$ cat src/rtl/pwm_dp_pkg.sv
package pwm_dp_pkg;

    localparam int WAVE_W = 8;

    typedef enum logic [0:0] {
        ST_HALT = 1'b0,
        ST_RUN  = 1'b1
    } run_state_t;

    typedef struct packed {
        logic [WAVE_W-1:0] period;
        logic [WAVE_W-1:0] rise;
        logic [WAVE_W-1:0] fall;
    } wave_cfg_t;

endpackage

$ cat src/rtl/pwm_dp_prescaler.sv
module pwm_dp_prescaler #(
    parameter int LIN_W = 8,
    parameter int EXP_W = 4
) (
    input  logic             clk,
    input  logic             rst_n,
    input  logic             run,
    input  logic [LIN_W-1:0] lin,
    input  logic [EXP_W-1:0] expo,
    output logic             tick
);
    localparam int PRE_W = LIN_W + 1 + (2**EXP_W - 1);

    logic [PRE_W-1:0] limit;
    logic [PRE_W-1:0] pre_q;

    always_comb begin
        limit = ({{(PRE_W-LIN_W){1'b0}}, lin} + PRE_W'(1)) << expo;
        tick  = run && (pre_q >= limit - PRE_W'(1));
    end

    always_ff @(posedge clk or negedge rst_n) begin
        if (!rst_n)
            pre_q <= '0;
        else if (!run || tick)
            pre_q <= '0;
        else
            pre_q <= pre_q + PRE_W'(1);
    end

    // with a steady divider the prescale count stays below one quantum
    a_r1_pre_in_range: assert property (@(posedge clk) disable iff (!rst_n)
        (run && $past(run) && $stable(lin) && $stable(expo)) |-> (pre_q < limit));

endmodule

$ cat src/rtl/pwm_dp_sequencer.sv
module pwm_dp_sequencer
    import pwm_dp_pkg::*;
(
    input  logic              clk,
    input  logic              rst_n,
    input  logic              clk_en,
    input  logic              sync_dis,
    input  logic              tick,
    input  wave_cfg_t         cfg,
    output logic              run,
    output logic [WAVE_W-1:0] cnt,
    output wave_cfg_t         eff
);
    run_state_t        state_q, state_d;
    logic [WAVE_W-1:0] cnt_q;
    wave_cfg_t         act_q;
    logic              wrap;

    // next-state logic
    always_comb begin
        state_d = state_q;
        unique case (state_q)
            ST_HALT: if (clk_en)  state_d = ST_RUN;
            ST_RUN:  if (!clk_en) state_d = ST_HALT;
            default: state_d = ST_HALT;
        endcase
    end

    always_ff @(posedge clk or negedge rst_n) begin
        if (!rst_n) state_q <= ST_HALT;
        else        state_q <= state_d;
    end

    // outputs
    always_comb begin
        run  = (state_q == ST_RUN);
        eff  = sync_dis ? cfg : act_q;
        wrap = run && tick && (cnt_q >= eff.period);
        cnt  = cnt_q;
    end

    always_ff @(posedge clk or negedge rst_n) begin
        if (!rst_n) begin
            cnt_q <= '0;
            act_q <= '0;
        end else if (state_d == ST_HALT) begin
            cnt_q <= '0;
        end else if (state_q == ST_HALT) begin
            cnt_q <= '0;
            act_q <= cfg;
        end else begin
            if (wrap)      cnt_q <= '0;
            else if (tick) cnt_q <= cnt_q + WAVE_W'(1);
            if (wrap || sync_dis) act_q <= cfg;
        end
    end

    // a low run enable leaves the period counter at zero
    a_r5_halt_clears: assert property (@(posedge clk) disable iff (!rst_n)
        !clk_en |=> (cnt_q == '0));

    // in synchronous mode the shadows change only at a boundary
    a_r8_shadow_holds: assert property (@(posedge clk) disable iff (!rst_n)
        (run && clk_en && !sync_dis && !wrap) |=> $stable(act_q));

endmodule

$ cat src/rtl/pwm_dp_outstage.sv
module pwm_dp_outstage
    import pwm_dp_pkg::*;
(
    input  logic              clk,
    input  logic              rst_n,
    input  logic              run,
    input  logic [WAVE_W-1:0] cnt,
    input  logic [WAVE_W-1:0] rise,
    input  logic [WAVE_W-1:0] fall,
    input  logic              pin_en,
    input  logic              invert,
    input  logic              od_en,
    output logic              pin,
    output logic              oe
);
    logic in_win;
    logic lvl;

    always_comb begin
        if (rise == fall)
            in_win = 1'b1;
        else if (rise < fall)
            in_win = (cnt >= rise) && (cnt < fall);
        else
            in_win = (cnt >= rise) || (cnt < fall);
        lvl = run && in_win;
        pin = (pin_en && lvl) ^ invert;
        oe  = od_en ? ~pin : 1'b1;
    end

    // equal points keep the internal level active while running
    a_r4_equal_full: assert property (@(posedge clk) disable iff (!rst_n)
        (run && (rise == fall)) |-> lvl);

    // a disabled pin sits at the inactive level
    a_r6_pin_off: assert property (@(posedge clk) disable iff (!rst_n)
        !pin_en |-> (pin == invert));

    // open-drain mode never drives a high level
    a_r10_od_no_high: assert property (@(posedge clk) disable iff (!rst_n)
        (od_en && pin) |-> !oe);

endmodule

$ cat src/rtl/pwm_dualpoint_gen.sv
module pwm_dualpoint_gen
    import pwm_dp_pkg::*;
#(
    parameter int LIN_W = 8,
    parameter int EXP_W = 4
) (
    input  logic              clk,
    input  logic              rst_n,
    input  logic [LIN_W-1:0]  div_lin,
    input  logic [EXP_W-1:0]  div_exp,
    input  logic [WAVE_W-1:0] per_len,
    input  logic [WAVE_W-1:0] rise_pt,
    input  logic [WAVE_W-1:0] fall_pt,
    input  logic              clk_en,
    input  logic              pin_en,
    input  logic              invert,
    input  logic              od_en,
    input  logic              sync_dis,
    output logic              pwm_out,
    output logic              pwm_oe
);
    wave_cfg_t         cfg;
    wave_cfg_t         eff;
    logic              run;
    logic              tick;
    logic [WAVE_W-1:0] cnt;

    always_comb begin
        cfg.period = per_len;
        cfg.rise   = rise_pt;
        cfg.fall   = fall_pt;
    end

    pwm_dp_prescaler #(.LIN_W(LIN_W), .EXP_W(EXP_W)) u_pre (
        .clk(clk), .rst_n(rst_n), .run(run),
        .lin(div_lin), .expo(div_exp), .tick(tick)
    );

    pwm_dp_sequencer u_seq (
        .clk(clk), .rst_n(rst_n), .clk_en(clk_en), .sync_dis(sync_dis),
        .tick(tick), .cfg(cfg), .run(run), .cnt(cnt), .eff(eff)
    );

    pwm_dp_outstage u_out (
        .clk(clk), .rst_n(rst_n), .run(run), .cnt(cnt),
        .rise(eff.rise), .fall(eff.fall),
        .pin_en(pin_en), .invert(invert), .od_en(od_en),
        .pin(pwm_out), .oe(pwm_oe)
    );

endmodule

$ cat config.mk
export PLATFORM = sky130hd
export DESIGN_NAME = pwm_dualpoint_gen
export DESIGN_NICKNAME = d
export VERILOG_FILES = /design/src/rtl/pwm_dp_pkg.sv /design/src/rtl/pwm_dp_prescaler.sv /design/src/rtl/pwm_dp_sequencer.sv /design/src/rtl/pwm_dp_outstage.sv /design/src/rtl/pwm_dualpoint_gen.sv
export SDC_FILE = /design/constraint.sdc
export NUM_CORES = 1
export LEC_CHECK = 0
export ABC_AREA = 0
export BUFFER_PORTS_ARGS = -buffer_cell sky130_fd_sc_hd__buf_2
export CAP_MARGIN = 10
export CORE_AREA = 4 4 122 124
export DETAILED_ROUTE_END_ITERATION = 8
export DIE_AREA = 0 0 126 128
export HOLD_SLACK_MARGIN = 0.12
export REMOVE_ABC_BUFFERS = 1
export SLEW_MARGIN = 30
export SYNTH_ARGS = -nofsm -noshare
export SYNTH_HDL_FRONTEND = slang
export SYNTH_SLANG_ARGS = --single-unit
export TNS_END_PERCENT = 100
$ cat constraint.sdc
create_clock -name clk -period 9.3 [get_ports clk]
set_input_delay 0.93 -clock clk [delete_from_list [all_inputs] [get_ports clk]]
set_output_delay 0.93 -clock clk [all_outputs]
set_load 0.005 [all_outputs]
* Word-level counts from Yosys, hierarchy flattened *
Index checks and enable logic that the tools add are counted.

operators by class
  add/sub/neg operators = 4
  magnitude comparators = 5
  equal/unequal tests = 3
  shift operators = 1
  multiplexer cells = 12
  bitwise gates (word level) = 2
  reduce and logical (&&, ||, !) cells = 11

operator list
  cell                                                                   number
  24-bit 2-to-1 mux                                                      4
  8-bit 2-to-1 mux                                                       4
  24-bit by 1-bit adder with 24-bit output (second input constant)       1
  24-bit greater-or-equal comparator                                     1
  24-bit by 4-bit left shift with 24-bit output                          1
  24-bit by 1-bit subtractor with 24-bit output (second input constant)  1
  8-bit greater-or-equal comparator                                      2
  8-bit less-than comparator                                             2
  8-bit by 1-bit adder with 9-bit output (second input constant)         1
  8-bit by 1-bit adder with 8-bit output (second input constant)         1
  8-bit == test                                                          1
  1-bit logical AND                                                      6
  1-bit 2-to-1 mux                                                       4
  4-bit != test (second input constant)                                  1
  1-bit logical OR                                                       3
  2-bit != test (second input constant)                                  1
  2-bit AND reduction                                                    1
  1-bit zero test                                                        1
  1-bit inverter                                                         1
  1-bit bitwise XOR                                                      1

word-level totals
  register bits after elaboration = 57
  input bits = 43
  output and inout bits = 2
  logic and storage cells = 44

* Longest topological paths before layout *
Gate-level depths: netlist of run 1.

  depth in word-level cells = 10
  gate-level depth with buffers = 25
  gate-level depth less buffers = 22

* By module *
Synthesis of run 1 repeated with hierarchy kept, for this count alone.

second synthesis, totals
  cells, all modules = 634
  area, all modules = 5660.4 um2

modules (own cells, without submodules)
  module            times used  cells each  area each (um2)  seq. area each (um2)
  pwm_dp_prescaler  1           409         3183.1           600.6
  pwm_dp_sequencer  1           150         1878.1           825.8
  pwm_dp_outstage   1           75          599.3            0.0

* Worst setup path after synthesis of run 1 *
Ideal clock, no wire load.

  path kind = input-to-reg
  start point = input div_lin[0]
  end point = register u_seq.act_q[0] (netlist name)
  library setup time = 125 ps
  data arrival time = 5945 ps
  data required time = 9175 ps
  setup slack = 3230 ps
  stages on the path = 24
  buffers on the path = 4
  cell sequence = ha_1 buf_2 or3_1 o311ai_0 o22ai_1 a22o_1 a211oi_4 a31oi_1 or4_1 buf_2 or3_1 a21oi_1 ha_1 a21o_1 a21o_1 a211oi_1 o21bai_1 a21o_1 a21oi_1 a21oi_1 o31a_1 clkbuf_1 clkbuf_1 mux2_2

on the way
  word-level cells in the longest chain between the ends = 10

RTL lines
  what                                           line                    text
  start: declaration                             pwm_dualpoint_gen.sv:9  input logic [LIN_W-1:0] div_lin,
  8-bit by 1-bit adder with 9-bit output         pwm_dp_prescaler.sv:18  limit = ({{(PRE_W-LIN_W){1'b0}}, lin} + PRE_W'(1)) << expo;
  24-bit by 4-bit left shift with 24-bit output  pwm_dp_prescaler.sv:18
  24-bit by 1-bit subtractor with 24-bit output  pwm_dp_prescaler.sv:19  tick = run && (pre_q >= limit - PRE_W'(1));
  24-bit greater-or-equal comparator             pwm_dp_prescaler.sv:19
  1-bit logical AND                              pwm_dp_prescaler.sv:19
  1-bit logical AND (2 in series)                pwm_dp_sequencer.sv:38  wrap = run && tick && (cnt_q >= eff.period);
  1-bit logical OR                               pwm_dp_sequencer.sv:54  if (wrap || sync_dis) act_q <= cfg;
  2-bit != test (no source line)                 -
  2-bit AND reduction (no source line)           -
  end signal: assignment                         pwm_dp_sequencer.sv:50  act_q <= cfg;
  end signal: assignment                         pwm_dp_sequencer.sv:54
  end: declaration                               pwm_dp_sequencer.sv:16  wave_cfg_t act_q;

Every way passes these cells.
A chain may end at the register's enable or synchronous reset.

* Final worst setup path of run 1 *
  start point = input div_lin[0]
  end point = register u_seq.cnt_q[0], in the netlist u_seq.cnt[0]

on the way
  word-level cells in the longest chain between the ends = 10
  elaborated cells between the ends (all ways) = 11
  those cells by class = 2 x add/sub; 1 x order compare; 1 x eq/ne; 1 x shift; 3 x mux; 3 x reduce/logical

RTL lines
  what                                             line                    text
  8-bit by 1-bit adder with 9-bit output *         pwm_dp_prescaler.sv:18
  24-bit by 4-bit left shift with 24-bit output *  pwm_dp_prescaler.sv:18
  24-bit by 1-bit subtractor with 24-bit output *  pwm_dp_prescaler.sv:19
  24-bit greater-or-equal comparator *             pwm_dp_prescaler.sv:19
  1-bit logical AND *                              pwm_dp_prescaler.sv:19
  1-bit logical AND (2 in series)                  pwm_dp_sequencer.sv:38
  8-bit 2-to-1 mux                                 pwm_dp_sequencer.sv:52  if (wrap) cnt_q <= '0;
  8-bit 2-to-1 mux                                 pwm_dp_sequencer.sv:48  end else if (state_q == ST_HALT) begin
  8-bit 2-to-1 mux                                 pwm_dp_sequencer.sv:46  end else if (state_d == ST_HALT) begin
  end signal: assignment                           pwm_dp_sequencer.sv:53  else if (tick) cnt_q <= cnt_q + WAVE_W'(1);
  end: declaration                                 pwm_dp_sequencer.sv:15  logic [WAVE_W-1:0] cnt_q;

Every way passes the cells marked *; elsewhere a longest branch is shown, timed or not.

==> run_results.csv, run 1 <==
group,metric,value,unit
run_status,status,"completed",
final_layout,area_growth_syn_to_layout,11.87,%
floorplanning,coreArea,13770,um^2
yosys,netlist.area_leader.share,26.32,%
place,hpwl,9.834,mm
yosys,synth.area.mux_share,11.06,%
final_layout,final_cell_mix,"nor2_1, ha_1, dfrtp_1, buf_2, nand2_1",
clock_network,clk_pin_slew_worst_paths,0.05,ns
worst_setup_path,criticalPathCategory,"input port to flip-flop",
worst_hold_path,holdCritPathClass,"flip-flop to flip-flop",
clock_network,clockBufferDepth,2,
yosys,yosysWarnings,0,
worst_setup_path,rr_worst_depth,10,
power,peakVddDrop,0.07328,mV
timing,clock_skew,0.006633,ns
final_layout,antenna_cells,0,
final_layout,finalNetCount,754,
yosys,synth_cell_type_count,70,
worst_setup_path,crit_required,9.56,ns
yosys,synth_top_family_by_area,"simple AND/OR/NAND/NOR gates",
drt,drt-total-wl,13.05,mm
timing,layout_min_cycle_time,6.843,ns
timing,worstMarginPinSlew,0.7354,ns
place,port-buffer-count,44,
drt,drtIter0Drc,463,
clock_network,clk_latency,0.32,ns
yosys,ys_top_cells_by_area,"dfrtp_1, ha_1, mux2_2",
final_layout,drive_gt1_share,15.98,%
yosys,synth_xor_area_share,6.302,%
final_layout,final_core_util,44.02,%
worst_setup_path,r2r_end,"u_seq.cnt[0]$_DFFE_PN0P_",
yosys,synth-seq-area-share,26.32,%
place,place_congestion,0.8686,
worst_setup_path,crit_top_cell,"a21o_1",
grt,antenna_found_initial,0,
power,p_leak,0.002805,uW
yosys,synth_fa_ha_area_share,13.80,%
floorplanning,die_h,128,um
worst_setup_path,crit_buf_inv,1,
timing,setup_violations,0,
worst_hold_path,min_to,"u_seq.act_q[3]$_DFFE_PN0P_",
yosys,synth_edf_count,0,
timing,fmax,146.1,MHz
drt,drc,0,
yosys,synthFlopType,"dfrtp_1",
clock_network,clock-root-buffer,"clkbuf_16",
yosys,synth_area,5420,um^2
worst_hold_path,hp-start,"u_seq.act_q[3]$_DFFE_PN0P_",
worst_setup_path,worst_path_dominant_cell_family,"compound AO/OA/AOI/OAI gates",
timing,slew_headroom,50.97,%
worst_setup_path,crit_chain,"buf_2, ha_1, nand3_1, xnor2_1, a311oi_1, a32oi_1, a211oi_4, a31oi_1, or4_1, or3_1, a21oi_1, ha_1, a21o_1, a21o_1, a211oi_1, o21bai_1, a21o_1, a21oi_1, nand3_2, nor2_1, mux2_2",
timing,fin_crit_sh,73.58,%
yosys,synth_compound_area_share,17.87,%
worst_setup_path,cp-end-kind,"flip-flop",
grt,grt_use_total,16.79,%
drt,first_pass_iters,6,
floorplanning,num_rows,43,
timing,hold_viol_final,0,
floorplanning,die_x,126,um
worst_setup_path,cp.arrival,7.10,ns
final_layout,final_area,6063,um^2
timing,rsz0062_at_grt,"no",
clock_network,cts_resized,0,
timing,tns,0,ns
clock_network,cts_tree,"built",
clock_network,cts_sinks,57,
place,dpl_cell_area,5752,um^2
drt,vias,4790,
worst_setup_path,critical_path_depth,21,
grt,grt_pass1_wl,22.96,mm
yosys,syn_avg_cell_area,8.686,um^2
worst_setup_path,crit_fanout,27,
yosys,async_reset_ff_share,100.0,%
yosys,ys_seq_elements,57,
run,drv_cap,0,
grt,grt_pass1_vias,4798,
yosys,synth-simple-area-share,20.45,%
floorplanning,start_util,39.35,%
timing,maxSlewViolCount,0,
worst_setup_path,cp_slowest_cell,"or4_1",
final_layout,layout.filler_cells,1377,
floorplanning,pin_count,45,
worst_setup_path,start_kind,"input port",
final_layout,multiInputGateArea,3772,um^2
power,p_per_area,132.0,nW/um^2
final_layout,regArea,1426,um^2
yosys,synthCells,624,
drt,via_per_inst,5.723,
clock_network,cts_setup_buffers,0,
worst_hold_path,holdPathStages,1,
final_layout,layout_commonest_cell,"nor2_1",
grt,overflow,0,
yosys,yosys.area.top_type,"dfrtp_1",
drt,detail_route.wl_per_cell,15.59,um
drt,final_antenna_net_count,0,
worst_setup_path,timing.rr.start,"u_pre.pre_q[17]$_DFF_PN0_",
clock_network,numCtsBuffers,9,
floorplanning,dieArea,16130,um^2
clock_network,hold_buffers,0,
grt,grt_start_max_net_pins,58,
worst_setup_path,r2r_slack,5.97,ns
worst_setup_path,max_stage_delay,0.66,ns
clock_network,htree_levels,3,
[per-layer routing]
metal  global-route usage [%]  share of wire (%)
met3                    2.917                3.6
met4                    4.164               0.99
met1                    22.50                 48
met5                        0                  0
met2                    28.26                 48
[logic make-up after synthesis]
family	after synthesis
buffers and inverters	56
flip-flops	57
XOR/XNOR	39
multiplexers	56
AND/OR/NAND/NOR	220
adder cells (fa/ha/maj)	60
AO/OA/AOI/OAI	136
[power by group]
| part | internal (uW) | total, uW | leakage (uW) | switching (uW) |
|---|---|---|---|---|
| Sequential | 263 | 272 | 0.000737 | 8.73 |
| Clock | 215 | 332 | 0.000145 | 117 |
| Combinational | 83.7 | 196 | 0.00192 | 112 |
[synth_stat cells, types with 3 or more instances]
cell / n
a211o_1: 6
a211oi_1: 4
a21o_1: 15
a21oi_1: 27
a22o_1: 3
a31oi_1: 11
and2_1: 5
and3_1: 11
buf_2: 8
clkbuf_1: 18
dfrtp_1: 57
ha_1: 59
inv_1: 28
mux2_2: 31
mux2i_1: 25
nand2_1: 38
nand2b_1: 8
nand3_1: 25
nand4_1: 17
nor2_1: 66
nor2b_1: 5
nor3_1: 14
nor3b_1: 3
o2111ai_1: 3
o211ai_1: 4
o21a_1: 5
o21ai_0: 19
o22ai_1: 6
o32a_1: 3
or2_2: 3
or3_1: 9
xnor2_1: 22
xor2_1: 17
[state kept, by name (all words and copies together) (netlist names)]
signal and flops:
u_seq.cnt 8, u_seq.act_q 24, u_pre.pre_q 24, u_seq.run 1
[worst reg2reg max path: cells and delay by family (launching register included)]
kind	cells	cell delay, ns
and+or+nand+nor	2	1.05
adders and majority gates	1	0.32
DFF	1	0.43
muxes	1	0.23
AOI/OAI and AO/OA	6	1.24
[cell type report]
type | instances | share of cell area [%]
multi-input combinational | 511 | 62.22
timing repair buffer | 45 | 3.756
clock inverter | 6 | 1.114
clock buffer | 10 | 3.941
sequential | 57 | 23.52
inverter | 28 | 1.733
tap | 180 | 3.714
[metrics by stage]
step | hold WS, ns | setup WS, ns | instances | power, uW
finish | 0.5026 | 2.457 | 837 | 800.3
global route | 0.5275 | 1.901 | 837 | 852.6
CTS | 0.5074 | 2.154 | 837 | 809.7
detailed placement | 0.4947 | 1.824 | 821 | 471.7
global placement | 0.4882 | 2.127 | 821 | 466.9
floorplan | 0.4767 | 3.186 | 596 | 407.7
[worst max-delay path by stage]
stage / startpoint / end / slack [ns]
after floorplan: div_lin[0] / u_seq.cnt[0]$_DFFE_PN0P_ / 3.19
after global placement: div_lin[0] / u_seq.cnt[0]$_DFFE_PN0P_ / 2.13
after detailed placement: div_lin[0] / u_seq.cnt[0]$_DFFE_PN0P_ / 1.82
after CTS: div_lin[0] / u_seq.cnt[0]$_DFFE_PN0P_ / 2.15
after global routing: div_lin[0] / u_seq.cnt[0]$_DFFE_PN0P_ / 1.90
final: div_lin[0] / u_seq.cnt[0]$_DFFE_PN0P_ / 2.46
(Power assumes the default switching activity.)
==> run 2, diff against run 1 <==
--- a/config.mk
+++ b/config.mk
@@ -5,12 +5,12 @@
 export SDC_FILE = /design/constraint.sdc
 export NUM_CORES = 1
 export LEC_CHECK = 0
-export ABC_AREA = 0
+export ABC_AREA = 1
 export BUFFER_PORTS_ARGS = -buffer_cell sky130_fd_sc_hd__buf_2
 export CAP_MARGIN = 10
-export CORE_AREA = 4 4 122 124
+export CORE_AREA = 4 4 128 130
 export DETAILED_ROUTE_END_ITERATION = 8
-export DIE_AREA = 0 0 126 128
+export DIE_AREA = 0 0 132 134
 export HOLD_SLACK_MARGIN = 0.12
 export REMOVE_ABC_BUFFERS = 1
 export SLEW_MARGIN = 30
==> constraint.sdc (replaced) <==
create_clock -name clk -period 7.1 [get_ports clk]
set_input_delay 0.71 -clock clk [delete_from_list [all_inputs] [get_ports clk]]
set_output_delay 0.71 -clock clk [all_outputs]
set_load 0.005 [all_outputs]
==> run 2 against run 1 <==
Critical endpoint is now u_seq.act_q[9]$_DFFE_PN0P_. First-iteration DRC count decreased by 48%. Non-clock buffer count is the same. Cell area rose by 9.2%. Clock skew about the same. Register-to-register slack worse by 1.6 ns.
==> run_results.csv, run 2 <==
group,metric,value,unit
run_status,status,"completed",
worst_setup_path,cp-end-kind,"flip-flop",
final_layout,antenna_cells,0,
floorplanning,die_x,132,um
yosys,syn_avg_cell_area,7.060,um^2
clock_network,cts_sinks,57,
power,power_frac_comb,25.9,%
clock_network,cts_resized,0,
power,p_leak,0.003394,uW
yosys,synth-simple-area-share,39.97,%
final_layout,regArea,1426,um^2
yosys,synth_cell_type_count,48,
clock_network,hold_buffers,0,
final_layout,final_cell_mix,"nand2_1, nand3_1, inv_1, ha_1, dfrtp_1",
grt,overflow,0,
power,power_frac_seq,32.3,%
floorplanning,coreArea,15150,um^2
drt,via_per_inst,5.035,
timing,timing.hold.ws,0.4655,ns
timing,maxSlewViolCount,0,
drt,vias,5387,
clock_network,cts_tree,"built",
worst_setup_path,start_kind,"input port",
yosys,synth.area.mux_share,2.538,%
final_layout,layout.filler_cells,1581,
timing,setup_ws,2.294,ns
timing,slew_headroom,48.15,%
drt,drtIter0Drc,241,
worst_setup_path,cp_slowest_cell,"nand2_2",
yosys,synthCells,845,
worst_setup_path,crit_fanout,33,
drt,drc,0,
yosys,synth_fa_ha_area_share,12.37,%
final_layout,drive_gt1_share,16.21,%
power,p_per_area,165.0,nW/um^2
worst_setup_path,crit_top_cell,"nand2_1",
timing,fin_crit_sh,67.69,%
clock_network,numCtsBuffers,9,
timing,hold_viol_final,0,
yosys,yosys.area.top_type,"dfrtp_1",
clock_network,clock-root-buffer,"clkbuf_16",
timing,fmax,208.1,MHz
yosys,synth_xor_area_share,3.670,%
floorplanning,dieArea,17690,um^2
place,place_congestion,0.8451,
yosys,synth_compound_area_share,9.165,%
grt,use_met1,21.67,%
grt,grt_pass1_vias,5179,
yosys,synthTopCellsByCount,"nand2_1, nand3_1, inv_1",
power,intPower,747.0,uW
timing,setup_violations,0,
final_layout,layout_commonest_cell,"nand2_1",
final_layout,fin_cells,1070,
worst_setup_path,criticalPathCategory,"input port to flip-flop",
clock_network,cts_setup_buffers,0,
place,hpwl,10.76,mm
drt,first_pass_iters,5,
timing,tns,0,ns
final_layout,area_growth_syn_to_layout,11.01,%
power,peakVddDrop,0.1412,mV
clock_network,clk_pin_slew_worst_paths,0.05,ns
floorplanning,die_h,134,um
floorplanning,pin_count,45,
timing,layout_min_cycle_time,4.806,ns
floorplanning,start_util,39.39,%
power,switching_share,31.63,%
place,place_ws,1.943,ns
worst_hold_path,holdCritPathClass,"flip-flop to flip-flop",
worst_setup_path,cp.arrival,4.99,ns
timing,worstMarginPinSlew,0.7778,ns
yosys,synth_edf_count,0,
yosys,synth_top_family_by_area,"simple AND/OR/NAND/NOR gates",
grt,grt_use_total,16.39,%
yosys,ys_seq_elements,57,
yosys,yosysMostFrequentCell,"nand2_1",
power,power.switching,345.6,uW
drt,drt-total-wl,13.56,mm
drt,final_antenna_net_count,0,
clock_network,clk_latency,0.33,ns
clock_network,clockBufferDepth,2,
grt,grt_pass1_wl,24.38,mm
grt,grt_start_max_net_pins,58,
clock_network,htree_levels,3,
yosys,netlist.area_leader.share,23.91,%
place,dp_cells,1054,
grt,antenna_found_initial,0,
timing,rsz0062_at_grt,"no",
yosys,synthFlopType,"dfrtp_1",
grt,grt.met3_usage,2.963,%
timing,clock_skew,0.006809,ns
yosys,synth_area,5966,um^2
yosys,ys_top_cells_by_area,"dfrtp_1, nand2_1, ha_1",
worst_setup_path,crit_buf_inv,6,
drt,detail_route.wl_per_cell,12.67,um
final_layout,multiInputGateArea,4043,um^2
worst_setup_path,crit_required,7.28,ns
power,pwr-share-clk,41.8,%
grt,grtUsageMet2,28.02,%
place,port-buffer-count,44,
run,drv_cap,0,
grt,grt.busiest_layer,"met2",
worst_setup_path,max_stage_delay,0.43,ns
final_layout,finalNetCount,979,
worst_setup_path,worst_path_dominant_cell_family,"simple AND/OR/NAND/NOR gates",
floorplanning,num_rows,45,
yosys,synth-seq-area-share,23.91,%
yosys,yosysWarnings,0,
yosys,async_reset_ff_share,100.0,%
[run 2: area by class of cell]
type                    instances  area share (%)
inverters                     101           5.725
multi-input cells             663           61.04
clock inverters                 6           1.247
clock buffers                  10           3.457
repair buffers                 45           3.438
well taps                     188           3.552
flip-flops and latches         57           21.54
[run 2: cells by family (layout without fill, tap and decap cells)]
family / after synthesis / count (layout)
muxes: 15 / 15
xor gates and xnor gates: 25 / 25
adders and majority gates: 59 / 59
and+or+nand+nor: 466 / 466
AOI/OAI and AO/OA: 98 / 98
DFF: 57 / 57
buffers and inverters: 125 / 162
[run 2: path summary, 6_finish.rpt]
| check | start | end | slack, ns | cells past startpoint |
|---|---|---|---|---|
| max | div_exp[2] | u_seq.act_q[9]$_DFFE_PN0P_ | 2.29 | 29 |
| max in group asynchronous | rst_n | u_pre.pre_q[22]$_DFF_PN0_ | 6.04 | 2 |
| min in group asynchronous | rst_n | u_pre.pre_q[3]$_DFF_PN0_ | 0.54 | 2 |
| min reg2reg | u_seq.act_q[19]$_DFFE_PN0P_ | u_seq.act_q[19]$_DFFE_PN0P_ | 0.47 | 2 |
| min | u_seq.act_q[19]$_DFFE_PN0P_ | u_seq.act_q[19]$_DFFE_PN0P_ | 0.47 | 2 |
| max reg2reg | u_pre.pre_q[15]$_DFF_PN0_ | u_seq.act_q[9]$_DFFE_PN0P_ | 4.35 | 12 |
[run 2: metal layers]
metal | up-vias | wire [um]
met3 | 16 | 469
met4 | 0 | 145
met2 | 87 | 6330
li1 | 2888 | -
met5 | - | 0
met1 | 2396 | 6610
[run 2: power by group through the flow]
| stage | Clock (uW) | Combinational [uW] | Sequential (uW) |
|---|---|---|---|
| final | 457 | 283 | 353 |
| after global placement | 0 | 284 | 358 |
| after detailed placement | 0 | 285 | 358 |
| after CTS | 468 | 287 | 353 |
| after global routing | 486 | 331 | 355 |
| after floorplan | 0 | 206 | 356 |
[run 2: worst min-delay path, cell delays in order, from the launching register on]
cell and delay [ns]:
dfrtp_1 0.33, nand2_1 0.05, nand2_1 0.05
[run 2: stage by stage]
stage	utilization (%)	area, um^2	power [uW]
CTS	43.73	6623	1107
detailed placement	41.67	6311	643.4
global placement	41.65	6309	642.3
floorplan	-	5846	562.3
global route	43.73	6623	1172
finish	43.73	6623	1093
==> run 3, diff against run 2 <==
--- a/config.mk
+++ b/config.mk
@@ -5,12 +5,12 @@
 export SDC_FILE = /design/constraint.sdc
 export NUM_CORES = 1
 export LEC_CHECK = 0
-export ABC_AREA = 1
+export ABC_AREA = 0
 export BUFFER_PORTS_ARGS = -buffer_cell sky130_fd_sc_hd__buf_2
 export CAP_MARGIN = 10
-export CORE_AREA = 4 4 128 130
+export CORE_AREA = 4 4 122 124
 export DETAILED_ROUTE_END_ITERATION = 8
-export DIE_AREA = 0 0 132 134
+export DIE_AREA = 0 0 126 128
 export HOLD_SLACK_MARGIN = 0.12
 export REMOVE_ABC_BUFFERS = 1
 export SLEW_MARGIN = 30
==> constraint.sdc (replaced) <==
create_clock -name clk -period 4.23 [get_ports clk]
set_input_delay 0.423 -clock clk [delete_from_list [all_inputs] [get_ports clk]]
set_output_delay 0.423 -clock clk [all_outputs]
set_load 0.005 [all_outputs]
==> run 3 against run 2 <==
The run now ends with negative setup slack left. Total power is 86% higher. First-iteration DRC count up 46%. Global-route usage rose by 2.0 points. Clock power increased by 83%. Non-clock buffer count increased by 128. Sequential power increased by 70%. Critical endpoint is now u_seq.act_q[17]$_DFFE_PN0P_. Sequential share of layout area down 2.6 points. Flip-flop and latch count unchanged. Hold slack got worse by 0.23 ns. Setup slack got worse by 3.1 ns. Die area shrank 8.8%. Clock skew is 0.0064 ns higher. Critical path type unchanged.
==> run_results.csv, run 3 (synthesized netlist as in run 1, its figures left out) <==
group,metric,value,unit
clock_network,numCtsBuffers,9,
final_layout,antenna_cells,0,
drt,vias,5306,
final_layout,area_growth_syn_to_layout,38.64,%
run_status,violations,"negative setup slack",
timing,setup_violations,56,
run_status,status,"complete, but fails checks",
final_layout,final_area,7515,um^2
drt,via_per_inst,5.493,
worst_setup_path,cp.arrival,5.23,ns
power,p_leak,0.003491,uW
final_layout,drive_gt1_share,35.88,%
grt,grt_pass1_vias,5254,
worst_setup_path,timing.rr.start,"u_seq.act_q[16]$_DFFE_PN0P_",
drt,first_pass_iters,5,
grt,antenna_found_initial,0,
worst_setup_path,rr_worst_depth,12,
timing,maxSlewViolCount,0,
drt,detail_route.wl_per_cell,15.96,um
power,power,2033,uW
place,dpl_cell_area,6626,um^2
final_layout,finalNetCount,883,
clock_network,cts_sinks,57,
place,hpwl,11.51,mm
floorplanning,pin_count,45,
timing,fin_crit_sh,118.9,%
timing,clock_skew,0.01317,ns
run,drv_cap,0,
timing,slew_headroom,49.82,%
drt,drc,0,
timing,worstMarginPinSlew,0.7527,ns
clock_network,clock-root-buffer,"clkbuf_16",
worst_setup_path,crit_required,4.43,ns
worst_setup_path,r2r_slack,1.16,ns
timing,setup_ws,-0.8006,ns
power,peakVddDrop,0.4406,mV
floorplanning,die_h,128,um
clock_network,cts_tree,"built",
floorplanning,die_x,126,um
timing,hold_viol_final,0,
floorplanning,num_rows,43,
clock_network,clk_latency,0.33,ns
worst_setup_path,start_kind,"input port",
timing,rsz0062_at_grt,"yes",
place,place_congestion,0.8910,
grt,overflow,0,
place,port-buffer-count,44,
timing,fmax,198.8,MHz
worst_setup_path,criticalPathCategory,"input port to flip-flop",
grt,grt_use_total,18.44,%
timing,layout_min_cycle_time,5.031,ns
drt,drt-total-wl,15.42,mm
clock_network,clockBufferDepth,2,
final_layout,layout_commonest_cell,"buf_4",
drt,final_antenna_net_count,0,
drt,drtIter0Drc,353,
clock_network,clk_pin_slew_worst_paths,0.05,ns
grt,grt_pass1_wl,24.87,mm
power,p_per_area,270.5,nW/um^2
clock_network,htree_levels,3,
floorplanning,dieArea,16130,um^2
grt,grt_start_max_net_pins,58,
worst_hold_path,holdCritPathClass,"input port to async pin",
worst_setup_path,crit_fanout,24,
worst_setup_path,critPathLaunch,"div_lin[0]",
final_layout,final_cell_mix,"buf_4, ha_1, dfrtp_1, buf_2, nor2_1",
worst_setup_path,cp-end-kind,"flip-flop",
worst_setup_path,r2r_end,"u_seq.act_q[17]$_DFFE_PN0P_",
floorplanning,coreArea,13770,um^2
floorplanning,start_util,39.35,%
run 3: cell types whose count changed in the layout (fill, tap and decap cells not counted), sizes merged, moves of 10 or more:
| cell | previous run | this run |
|---|---|---|
| buf | 45 | 171 |
| a31oi | 1 | 12 |
| mux2i | 14 | 25 |
| a21o | 1 | 15 |
| xnor2 | 8 | 22 |
| mux2 | 1 | 31 |
| nand3 | 132 | 25 |
| nand2 | 216 | 38 |
| o21ai | 49 | 20 |
| inv | 100 | 28 |
| or3 | 0 | 10 |
run 3: layout make-up:
| class | instances | area, um^2 |
|---|---|---|
| Inverter | 28 | 107.6 |
| Clock buffer | 11 | 242.7 |
| Multi-Input combinational cell | 512 | 4110 |
| Sequential cell | 57 | 1426 |
| Clock inverter | 5 | 102.6 |
| Timing Repair Buffer | 173 | 1300 |
| Fill cell | 1262 | 6259 |
| Tap cell | 180 | 225.2 |
run 3: where the power goes:
part           internal [uW]  switching (uW)  leakage, uW
Combinational            299             297      0.00259
Sequential               580            19.7     0.000737
Clock                    590             249     0.000166
Total                   1470             565      0.00349
run 3: what timing repair did:
action / in CTS / in global routing
resized for setup: 33 / 68
pin swaps: 9 / 32
hold buffers: 0 / 0
endpoints found under the setup margin: 56 / 56
buffers inserted: 59 / 5
endpoints found under the hold margin: 0 / 0
gates cloned: 1 / 2
run 3: worst max-delay path, cell delays in order:
cell and delay, ns:
buf_8 0.08, buf_6 0.10, nand4_1 0.18, or4b_4 0.54, nand4_1 0.17, a32oi_2 0.17, a211oi_4 0.22, a31oi_2 0.14
or4_4 0.54, or3_4 0.38, a21oi_2 0.14, ha_1 0.25, a21o_1 0.19, a21o_1 0.19, a211oi_2 0.21, o21bai_1 0.09
a21o_1 0.18, a21oi_2 0.16, a21oi_1 0.10, o31a_1 0.30, buf_12 0.17, mux2_2 0.28
run 3: through the flow:
stage | std cells | hold WS, ns | util, % | TNS (ns) | setup WS (ns)
after floorplan | 596 | 0.1274 | - | -64.52 | -1.377
after CTS | 960 | 0.2577 | 52.05 | -31.58 | -0.7120
after global routing | 966 | 0.2705 | 54.56 | -49.10 | -0.9709
after detailed placement | 936 | 0.4947 | 48.11 | -69.43 | -1.348
final | 966 | 0.2381 | 54.56 | -38.91 | -0.8006
after global placement | 936 | 0.4887 | 48.11 | -63.17 | -1.229
run 3: worst max path at each step:
stage / depth (start not counted) / end / slack (ns)
after global placement: 22 / u_seq.act_q[16]$_DFFE_PN0P_ / -1.23
after global routing: 22 / u_seq.act_q[17]$_DFFE_PN0P_ / -0.97
after floorplan: 20 / u_seq.cnt[0]$_DFFE_PN0P_ / -1.38
final: 22 / u_seq.act_q[17]$_DFFE_PN0P_ / -0.80
after CTS: 22 / u_seq.act_q[1]$_DFFE_PN0P_ / -0.71
after detailed placement: 23 / u_seq.cnt[0]$_DFFE_PN0P_ / -1.35
run 3: routing by layer:
layer	routed length [um]	track usage, %	vias to the layer above
met5	0	0	-
met4	136	4.038	0
met3	584	3.208	14
met2	7360	30.23	110
met1	7336	25.62	2555
li1	-	-	2627
